File: config.mk
export PLATFORM = sky130hd
export DESIGN_NAME = eag_top
export DESIGN_NICKNAME = d
export VERILOG_FILES = /design/src/rtl/eag_pkg.sv /design/src/rtl/eag_seq.sv /design/src/rtl/eag_calc.sv /design/src/rtl/eag_top.sv
export SDC_FILE = /design/constraint.sdc
export NUM_CORES = 1
export LEC_CHECK = 0
export BUFFER_PORTS_ARGS = -buffer_cell sky130_fd_sc_hd__buf_4
export CAP_MARGIN = 15
export CORE_MARGIN = 2
export CORE_UTILIZATION = 55
export DETAILED_ROUTE_END_ITERATION = 6
export PLACE_DENSITY_LB_ADDON = 0.2
export REMOVE_ABC_BUFFERS = 1
export SETUP_SLACK_MARGIN = 0.2
export SLEW_MARGIN = 15
export SYNTH_ARGS = -nofsm -noshare
export SYNTH_HDL_FRONTEND = slang
export SYNTH_SLANG_ARGS = --single-unit
File: constraint.sdc
create_clock -name clk -period 4.2 [get_ports clk]
set_clock_uncertainty 0.05 [all_clocks]
set_input_delay 0.21 -clock clk [delete_from_list [all_inputs] [get_ports clk]]
set_output_delay 0.21 -clock clk [all_outputs]
set_load 0.01 [all_outputs]
File: src/rtl/eag_pkg.sv
package eag_pkg;

  typedef enum logic [1:0] {
    AM_PAGE      = 2'b00,
    AM_ABSOLUTE  = 2'b01,
    AM_BR_SHORT  = 2'b10,
    AM_BR_LONG   = 2'b11
  } amode_e;

  localparam int unsigned CNT_W = 2;

  function automatic logic [CNT_W-1:0] operand_len(input amode_e m);
    return (m == AM_ABSOLUTE || m == AM_BR_LONG) ? CNT_W'(2) : CNT_W'(1);
  endfunction

endpackage

File: src/rtl/eag_seq.sv
module eag_seq
  import eag_pkg::*;
#(
  parameter int unsigned BYTE_W = 8,
  localparam int unsigned ADDR_W = 2 * BYTE_W
) (
  input  logic              clk,
  input  logic              rst,
  input  logic              start_i,
  input  logic [1:0]        mode_i,
  input  logic [ADDR_W-1:0] pc_i,
  input  logic [BYTE_W-1:0] dp_i,
  input  logic              fetch_vld_i,
  input  logic [BYTE_W-1:0] fetch_data_i,
  output logic              fetch_req_o,
  output logic [ADDR_W-1:0] fetch_addr_o,
  output logic              last_o,
  output amode_e            mode_o,
  output logic [BYTE_W-1:0] dp_o,
  output logic [BYTE_W-1:0] hi_o,
  output logic [ADDR_W-1:0] pc_after_o,
  output logic [CNT_W-1:0]  need_o
);

  logic              busy_q;
  amode_e            mode_q;
  logic [BYTE_W-1:0] dp_q;
  logic [BYTE_W-1:0] hi_q;
  logic [ADDR_W-1:0] pc_q;
  logic [CNT_W-1:0]  cnt_q;
  logic              take;
  logic [CNT_W-1:0]  need;

  assign need  = operand_len(mode_q);
  assign take  = busy_q && fetch_vld_i;
  assign last_o = take && (cnt_q == need - CNT_W'(1));

  always_ff @(posedge clk) begin
    if (rst) begin
      busy_q <= 1'b0;
      mode_q <= AM_PAGE;
      dp_q   <= '0;
      hi_q   <= '0;
      pc_q   <= '0;
      cnt_q  <= '0;
    end else if (!busy_q) begin
      if (start_i) begin
        busy_q <= 1'b1;
        mode_q <= amode_e'(mode_i);
        dp_q   <= dp_i;
        pc_q   <= pc_i;
        cnt_q  <= '0;
      end
    end else if (take) begin
      pc_q  <= pc_q + ADDR_W'(1);
      cnt_q <= cnt_q + CNT_W'(1);
      if (cnt_q == '0) hi_q <= fetch_data_i;
      if (last_o) busy_q <= 1'b0;
    end
  end

  assign fetch_req_o  = busy_q;
  assign fetch_addr_o = pc_q;
  assign mode_o       = mode_q;
  assign dp_o         = dp_q;
  assign hi_o         = hi_q;
  assign pc_after_o   = pc_q + ADDR_W'(1);
  assign need_o       = need;

endmodule

File: src/rtl/eag_calc.sv
module eag_calc
  import eag_pkg::*;
#(
  parameter int unsigned BYTE_W = 8,
  localparam int unsigned ADDR_W = 2 * BYTE_W
) (
  input  amode_e            mode_i,
  input  logic [BYTE_W-1:0] dp_i,
  input  logic [BYTE_W-1:0] hi_i,
  input  logic [BYTE_W-1:0] lo_i,
  input  logic [ADDR_W-1:0] pc_after_i,
  output logic [ADDR_W-1:0] ea_o
);

  logic [ADDR_W-1:0] disp;

  // Displacement: sign-extended single byte or the full word.
  always_comb begin
    if (mode_i == AM_BR_SHORT) disp = {{BYTE_W{lo_i[BYTE_W-1]}}, lo_i};
    else                       disp = {hi_i, lo_i};
  end

  always_comb begin
    unique case (mode_i)
      AM_PAGE:     ea_o = {dp_i, lo_i};
      AM_ABSOLUTE: ea_o = {hi_i, lo_i};
      default:     ea_o = pc_after_i + disp;
    endcase
  end

endmodule

File: src/rtl/eag_top.sv
module eag_top
  import eag_pkg::*;
#(
  parameter int unsigned BYTE_W = 8,
  localparam int unsigned ADDR_W = 2 * BYTE_W
) (
  input  logic              clk,
  input  logic              rst,
  input  logic              start_i,
  input  logic [1:0]        mode_i,
  input  logic [ADDR_W-1:0] pc_i,
  input  logic [BYTE_W-1:0] dp_i,
  output logic              fetch_req_o,
  output logic [ADDR_W-1:0] fetch_addr_o,
  input  logic              fetch_vld_i,
  input  logic [BYTE_W-1:0] fetch_data_i,
  output logic              done_o,
  output logic [ADDR_W-1:0] ea_o,
  output logic [ADDR_W-1:0] pc_next_o,
  output logic [CNT_W-1:0]  nbytes_o
);

  logic              last;
  amode_e            mode_q;
  logic [BYTE_W-1:0] dp_q;
  logic [BYTE_W-1:0] hi_q;
  logic [ADDR_W-1:0] pc_after;
  logic [CNT_W-1:0]  need;
  logic [ADDR_W-1:0] ea_c;

  eag_seq #(.BYTE_W(BYTE_W)) u_seq (
    .clk          (clk),
    .rst          (rst),
    .start_i      (start_i),
    .mode_i       (mode_i),
    .pc_i         (pc_i),
    .dp_i         (dp_i),
    .fetch_vld_i  (fetch_vld_i),
    .fetch_data_i (fetch_data_i),
    .fetch_req_o  (fetch_req_o),
    .fetch_addr_o (fetch_addr_o),
    .last_o       (last),
    .mode_o       (mode_q),
    .dp_o         (dp_q),
    .hi_o         (hi_q),
    .pc_after_o   (pc_after),
    .need_o       (need)
  );

  eag_calc #(.BYTE_W(BYTE_W)) u_calc (
    .mode_i     (mode_q),
    .dp_i       (dp_q),
    .hi_i       (hi_q),
    .lo_i       (fetch_data_i),
    .pc_after_i (pc_after),
    .ea_o       (ea_c)
  );

  always_ff @(posedge clk) begin
    if (rst) begin
      done_o    <= 1'b0;
      ea_o      <= '0;
      pc_next_o <= '0;
      nbytes_o  <= '0;
    end else begin
      done_o <= last;
      if (last) begin
        ea_o      <= ea_c;
        pc_next_o <= pc_after;
        nbytes_o  <= need;
      end
    end
  end

endmodule

# Yosys cells after proc, flatten, opt, wreduce, memory -nomap -nowiden
# Cells that the tools add are included.
[op_classes]
bitwise = 1
n_eq_ne = 5
reduce_logical = 9
n_addsub = 4
n_mux = 13
[ops]
columns = ["cell", "count"]
rows = [
  ["$mux 16", 4],
  ["$pmux 16 s2", 1],
  ["$add 16x1->16 const B", 1],
  ["$add 16x16->16", 1],
  ["$mux 2", 4],
  ["$eq 2x2->1 const B", 2],
  ["$logic_not 2->1", 2],
  ["$mux 1", 4],
  ["$reduce_and 2->1", 2],
  ["$reduce_and 3->1", 1],
  ["$add 2x1->2 const B", 1],
  ["$eq 2x1->1 const B", 1],
  ["$eq 2x2->1", 1],
  ["$logic_and 1x1->1", 2],
  ["$ne 2x2->1 const B", 1],
  ["$reduce_bool 2->1", 1],
  ["$sub 2x1->2 const B", 1],
  ["$logic_or 1x1->1", 1],
  ["$not 1->1", 1],
]
[word_totals]
word_cells = 42
output_inout_bits = 52
regBits = 72

# Logic depth before layout (Yosys ltp)
# Gate-level depths: netlist (run 1).
[logic_depth]
depth_word = 9
mapped_depth = 14
mapped_depth_nobuf = 13

# Cells and area by module
# A second synthesis (run 1) with hierarchy kept.
[unflattened]
hier_cells = 518
area_unflattened_um2 = 4419.2
[by_module_without_submodules]
columns = ["mod", "area_per_inst_um2", "cells_each", "n_inst"]
rows = [
  ["eag_seq", 1995.7, 245, 1],
  ["eag_top", 1263.7, 112, 1],
  ["eag_calc", 1159.9, 161, 1],
]

# Least setup slack after synthesis (run 1)
# Ideal clock, no wire load.
[synth_timing]
path_kind = "flip-flop to flip-flop"
start = "register u_seq.pc_q[0], in the netlist u_seq.fetch_addr_o[0]"
end = "register ea_o[12]"
setup_ns = 0.091
synth_period_minus_slack_ns = 3.147
setup_slack_ns = 1.053
t_arrival_ns = 3.006
path_stages_with_launch = 15
cell_sequence = "dfxtp_1 ha_1 nand3_1 buf_2 nor2_1 xnor2_1 inv_1 ha_1 a211oi_1 nand2b_1 o22ai_1 o21ai_1 nand4_1 mux2_2 a311oi_1"
[synth_via]
elab_chain_len = 3
[synth_rtl]
columns = ["element", "line_no", "rtl"]
rows = [
  ["from (decl)", "eag_seq.sv:29", "logic [ADDR_W-1:0] pc_q;"],
  ["from (signal assigned)", "eag_seq.sv:51", "pc_q <= pc_i;"],
  ["from (signal assigned)", "eag_seq.sv:55", "pc_q <= pc_q + ADDR_W'(1);"],
  ["$add 16x1->16", "eag_seq.sv:67", "assign pc_after_o = pc_q + ADDR_W'(1);"],
  ["via pc_after[6]", "eag_top.sv:27", "logic [ADDR_W-1:0] pc_after;"],
  ["$add 16x16->16", "eag_calc.sv:27", "default: ea_o = pc_after_i + disp;"],
  ["$pmux 16 s2", "eag_calc.sv:24", "unique case (mode_i)"],
  ["to (signal assigned)", "eag_top.sv:62", "ea_o <= '0;"],
  ["to (signal assigned)", "eag_top.sv:68", "ea_o <= ea_c;"],
  ["to (decl)", "eag_top.sv:18", "output logic [ADDR_W-1:0] ea_o,"],
]
# The timed path passes the listed nets, and every way through them passes these cells.
# A chain may end at the register's enable or synchronous reset.

# Final worst setup path (run 1)
# Ends and elaborated chain as after synthesis.

==> results.ini, run 1 <==
[floorplanning]
core_sq_mm=0.007253
fp.dieW_microns=90.49
placementRows=31
dieArea_sq_mm=0.008188
die_h_microns=90.49
io_pins=90
start_util_pct=56.72

[timing]
slew_viol_final=0
setup_viol=0
timing.slew.headroom_pct=30.10
clock.fmax_mhz=284.5
rsz0062_at_grt=no
period_needed_ns=3.515
tightestPinTransition_ns=1.048
final.setup.tns_ns=0
fin_crit_sh_pct=83.68
final_hold_viol_count=0

[detailed_routing]
routed_via_density=5.869
wire_per_inst_microns=16.64
vias=4161
postRouteWirelength_mm=11.80
drt_first_pass_iters=5
drt_iter0_markers=287
drc=0
postRouteAntennaNets=0

[cts]
clock-sinks=72
cts_setup_buffers=0
clk_pin_slew_ns=0.08
cts_buffers=9
cts_resized=0
ctsHoldBuffers=0
cts_tree=yes
htreeDepth=3
clock_path_buffers=2
clkLatencyLatePin_ns=0.35
ctsRootBufferMaster=clkbuf_8

[power_and_ir_drop]
fin_total_pwr_w=0.001707
leakagePower_nw=2.113
peakVddDrop_mv=0.2087
power_density_mw_per_mm2=341.5

[global_route]
grt_pass1_wl_mm=19.13
overflow=0
grt_max_degree=74
antenna_found_initial=0
track_usage_pct=29.03
grt_pass1_vias=3905

[layout]
final_nets=660
drive_gt1_share_pct=19.84
layout_common_cells=buf_4, nor2_1, dfxtp_1
final_common_cell=buf_4
area_delta_synth_final_pct=21.53
n_antenna_cell=0

[synthesis]
synth_cells=531
syn_area_per_cell_sq_um=7.748
yosysWarnings=0
synth_area_sq_mm=0.004114
synth_cell_types=58
synth_top_area_cell=dfxtp_1
synth_edf_count=0
synth_seq_cells=72
ys_seq_area_share_pct=35.04
synthArstFlopShare_pct=0
synth_top_cells_by_area=dfxtp_1, nor2_1, nand2_1, a21oi_1, a211oi_1
synth_ff_type=dfxtp_1
yosysTopAreaCellShare_pct=35.04

[worst_setup_path]
required_ns=4.42
critPathKind=reg -> reg
cp_max_fo=12
cp.arrival_ns=3.73
end_kind=flop
start_kind=flop

[placed_design]
port_buffers=89
place.detailed.hpwl_mm=8.377
globalplace.congestion=0.9066

[min_path]
hold_path_class=in -> reg

[run_status]
outcome=completed

[job]
max-cap-violations=0

-- state kept, by name, summed over array words and instances (netlist names) --
signal	count
u_seq.hi_o	8
u_seq.mode_o	2
u_seq.fetch_addr_o	16
u_seq.dp_o	8
done_o	1
ea_o	16
nbytes_o	2
u_seq.cnt_q	2
pc_next_o	16
u_seq.fetch_req_o	1
-- metrics by stage --
step	cells	cell area, sq um	hold slack (ns)	util, %	setup WS, ns
after CTS	709	5000	0.03922	68.93	0.7115
after global placement	693	4827	0.3889	66.55	0.9246
after detailed placement	693	4827	0.3972	66.55	0.7438
after floorplan	497	3969	0.2291	-	1.002
after global routing	709	5000	0.06897	68.93	0.4745
final	709	5000	0.04370	68.93	0.6853
-- area by class of cell --
type                       instances  area, sq um
tap                               99        123.9
fill                             666         2253
multi-input combinational        404         2455
timing repair buffer              97        728.2
inverter                          21        78.83
sequential                        72         1441
clock buffer                      10        127.6
clock inverter                     6        45.04
-- kinds of logic after synthesis --
group | share of synthesized area [%]
and+or+nand+nor | 23.87
AOI/OAI and AO/OA | 22.57
DFF | 35.04
buffers and inverters | 5.444
xor gates and xnor gates | 5.018
adders and majority gates | 5.353
muxes | 2.707
-- per-layer routing --
| layer | up-vias | global-route usage (%) | wire length (microns) |
|---|---|---|---|
| li1 | 2023 | - | - |
| met1 | 1930 | 39.10 | 5222 |
| met2 | 180 | 46.58 | 5449 |
| met3 | 28 | 4.257 | 826 |
| met4 | 0 | 12.05 | 300 |
| met5 | - | 0 | 0 |
-- critical path, stage by stage, from the launching register on --
cell and delay [ns]:
dfxtp_1 0.44, ha_1 0.27, nand3_1 0.09, buf_4 0.19
nor2_1 0.13, xnor2_1 0.18, inv_1 0.08, ha_1 0.37
a211oi_1 0.36, nand2b_1 0.11, o22ai_1 0.21, o21ai_1 0.19
nand4_1 0.15, mux2_2 0.33, a311oi_1 0.25
-- final timing paths --
check             slack [ns]             to  depth (start not counted)                  start
setup / recovery        0.69       ea_o[12]                         14  u_seq.fetch_addr_o[0]
hold / removal          0.04  u_seq.dp_o[2]                          3                dp_i[2]
setup reg to reg        0.69       ea_o[12]                         14  u_seq.fetch_addr_o[0]
hold reg to reg         0.40        ea_o[1]                          2                ea_o[1]
-- synthesized netlist by cell type (3+ instances only) --
library cell and number:
a21o_1 4, and4_1 3, ha_1 16, o22ai_1 3, nor2_1 74, o21a_1 6
a211oi_1 32, nand3b_1 3, nand3_1 19, a21oi_1 50, mux2i_1 10, clkbuf_1 29
dfxtp_1 72, a31oi_1 3, o21ai_0 17, xor2_1 10, nor4_1 3, nor3_1 13
nand2_1 70, and3_1 3, a2111oi_0 5, xnor2_1 11, nand4_1 3, nor2b_1 8
inv_1 21
-- report_power, final --
group	internal, W	total [W]	leakage, nW	switching, W
Sequential	0.000727	0.000774	0.589	0.0000476
Clock	0.000216	0.000501	0.0789	0.000284
Combinational	0.000188	0.000432	1.45	0.000244
Total	0.00113	0.00171	2.11	0.000576
Note: power is estimated with default switching activity, not from simulation.
==> inputs of run 2 (changes only) <==
--- a/config.mk
+++ b/config.mk
@@ -8,7 +8,7 @@
 export BUFFER_PORTS_ARGS = -buffer_cell sky130_fd_sc_hd__buf_4
 export CAP_MARGIN = 15
 export CORE_MARGIN = 2
-export CORE_UTILIZATION = 55
+export CORE_UTILIZATION = 49
 export DETAILED_ROUTE_END_ITERATION = 6
 export PLACE_DENSITY_LB_ADDON = 0.2
 export REMOVE_ABC_BUFFERS = 1
==> constraint.sdc (replaced) <==
create_clock -name clk -period 3.1 [get_ports clk]
set_clock_uncertainty 0.05 [all_clocks]
set_input_delay 0.155 -clock clk [delete_from_list [all_inputs] [get_ports clk]]
set_output_delay 0.155 -clock clk [all_outputs]
set_load 0.01 [all_outputs]
==> results.ini, run 2 (synthesis results as in run 1) <==
[detailed_routing]
wire_per_inst_microns=17.25  ; was 16.64 microns
routed_via_density=5.814  ; was 5.869
drt_iter0_markers=266  ; was 287
postRouteWirelength_mm=12.70  ; was 11.80 mm
postRouteAntennaNets=0  ; unchanged
drc=0  ; unchanged
vias=4279  ; was 4,161
drt_first_pass_iters=5  ; unchanged

[layout]
drive_gt1_share_pct=28.05  ; was 19.84%
layout_common_cells=buf_4, nand2_1, nor2_1  ; was buf_4, nor2_1, dfxtp_1
final_nets=681  ; was 660
area_delta_synth_final_pct=30.75  ; was 21.53%
fill_cells=711  ; was 666
finalNonFillerCells=736  ; was 709
design_area_sq_mm=0.005379  ; was 0.005000 sq mm
n_antenna_cell=0  ; unchanged
final_common_cell=buf_4  ; unchanged

[global_route]
grt_max_degree=74  ; unchanged
antenna_found_initial=0  ; unchanged
grt_pass1_vias=3936  ; was 3,905
grt_pass1_wl_mm=19.53  ; was 19.13 mm
track_usage_pct=27.55  ; was 29.03%
overflow=0  ; unchanged

[timing]
slew_viol_final=0  ; unchanged
period_needed_ns=2.909  ; was 3.515 ns
final_hold_viol_count=0  ; unchanged
tightestPinTransition_ns=0.9015  ; was 1.048 ns
fin_crit_sh_pct=93.83  ; was 83.68%
final.setup.tns_ns=0  ; unchanged
rsz0062_at_grt=yes  ; was no
clock.fmax_mhz=343.8  ; was 284.5 MHz
timing.slew.headroom_pct=39.78  ; was 30.10%
setup_viol=0  ; unchanged

[cts]
cts_buffers=9  ; unchanged
clk_pin_slew_ns=0.08  ; about the same
clkLatencyLatePin_ns=0.36  ; was 0.35 ns
clock-sinks=72  ; unchanged
ctsRootBufferMaster=clkbuf_8  ; unchanged
htreeDepth=3  ; unchanged
cts_tree=yes  ; unchanged
clock_path_buffers=2  ; unchanged

[job]
max-cap-violations=0  ; unchanged

[floorplanning]
die_h_microns=95.63  ; was 90.49 microns
dieArea_sq_mm=0.009145  ; was 0.008188 sq mm
start_util_pct=50.32  ; was 56.72%
placementRows=33  ; was 31
fp.dieW_microns=95.63  ; was 90.49 microns
core_sq_mm=0.008175  ; was 0.007253 sq mm
io_pins=90  ; unchanged

[worst_setup_path]
cp.arrival_ns=3.06  ; was 3.73 ns
end_kind=flop  ; unchanged
critPathKind=reg -> reg  ; unchanged
required_ns=3.25  ; was 4.42 ns
start_kind=flop  ; unchanged
cp_max_fo=6  ; was 12

[power_and_ir_drop]
fin_total_pwr_w=0.002389  ; was 0.001707 W
p_sw_share_pct=33.31  ; was 33.74%
seqPwrFrac_pct=44.1  ; was 45.4%
leakagePower_nw=2.248  ; was 2.113 nW
p_int_w=0.001593  ; was 0.001131 W
power_frac_comb_pct=27.3  ; was 25.3%
peakVddDrop_mv=0.3277  ; was 0.2087 mV
power.share.clock_pct=28.6  ; was 29.3%
power_density_mw_per_mm2=444.1  ; was 341.5 mW/mm^2
p_sw_w=0.0007956  ; was 0.0005760 W

[placed_design]
place.detailed.hpwl_mm=8.912  ; was 8.377 mm
port_buffers=89  ; unchanged
numPlacedInstances=710  ; was 693
globalplace.congestion=0.9496  ; was 0.9066
dpl_cell_area_sq_mm=0.004917  ; was 0.004827 sq mm

[min_path]
hold_path_class=in -> reg  ; unchanged

[run_status]
outcome=completed  ; unchanged

## run 2: worst paths after layout
kind / end / slack, ns / start / cells after the start
worst max-delay path: ea_o[11] / 0.19 / u_seq.fetch_addr_o[0] / 14
worst min-delay path: u_seq.dp_o[7] / 0.007 / dp_i[7] / 3
worst max register to register: ea_o[11] / 0.19 / u_seq.fetch_addr_o[0] / 14
worst min register to register: u_seq.dp_o[1] / 0.41 / u_seq.dp_o[1] / 2
## run 2: final cells by class
class	count	area, sq um	area share, %
tap	105	131.4	2.442
sequential	72	1455	27.05
clock buffer	11	141.4	2.629
multi-input combinational	404	2639	49.06
inverter	21	78.83	1.465
clock inverter	5	32.53	0.6048
timing repair buffer	118	900.9	16.75
## run 2: power by group through the flow
stage               sequential [W]  clock (W)  combinational, W
finish                     0.00105   0.000682          0.000653
global route               0.00106   0.000730          0.000711
CTS                        0.00105   0.000686          0.000608
detailed placement         0.00107          0          0.000590
global placement           0.00106          0          0.000580
floorplan                  0.00108          0          0.000321
## run 2: per-layer routing
| metal | track usage (%) | up-vias | routed length, microns |
|---|---|---|---|
| met1 | 37.62 | 1994 | 5486 |
| met5 | 0 | - | 0 |
| met3 | 5.296 | 29 | 953 |
| li1 | - | 2058 | - |
| met4 | 9.881 | 0 | 289 |
| met2 | 43.24 | 198 | 5969 |
## run 2: critical path: stages (launching register included)
cell	delay [ns]
dfxtp_2	0.35
buf_6	0.11
and4_4	0.20
buf_6	0.11
nand4_1	0.13
xor2_1	0.21
inv_1	0.11
ha_4	0.18
and4b_1	0.18
a31oi_2	0.17
a311oi_2	0.15
a311oi_4	0.34
nor3_1	0.09
o31ai_1	0.26
a21oi_1	0.11
## run 2: repair_timing
action / in CTS / in global routing
cloned: 0 / 0
hold buffers: 3 / 0
setup buffers: 1 / 6
pin swaps: 4 / 10
setup endpoints to repair: 6 / 7
endpoints found under the hold margin: 3 / 0
resized for setup: 13 / 34
## run 2: metrics by stage
stage	worst slack [ns]	hold slack (ns)	utilization, %
detailed placement	-0.006151	0.3661	60.15
global route	0.05893	0.008718	65.79
CTS	0.2076	0.003000	63.39
finish	0.1912	0.007338	65.79
global placement	0.1499	0.3599	60.15
floorplan	-0.09796	0.1741	-
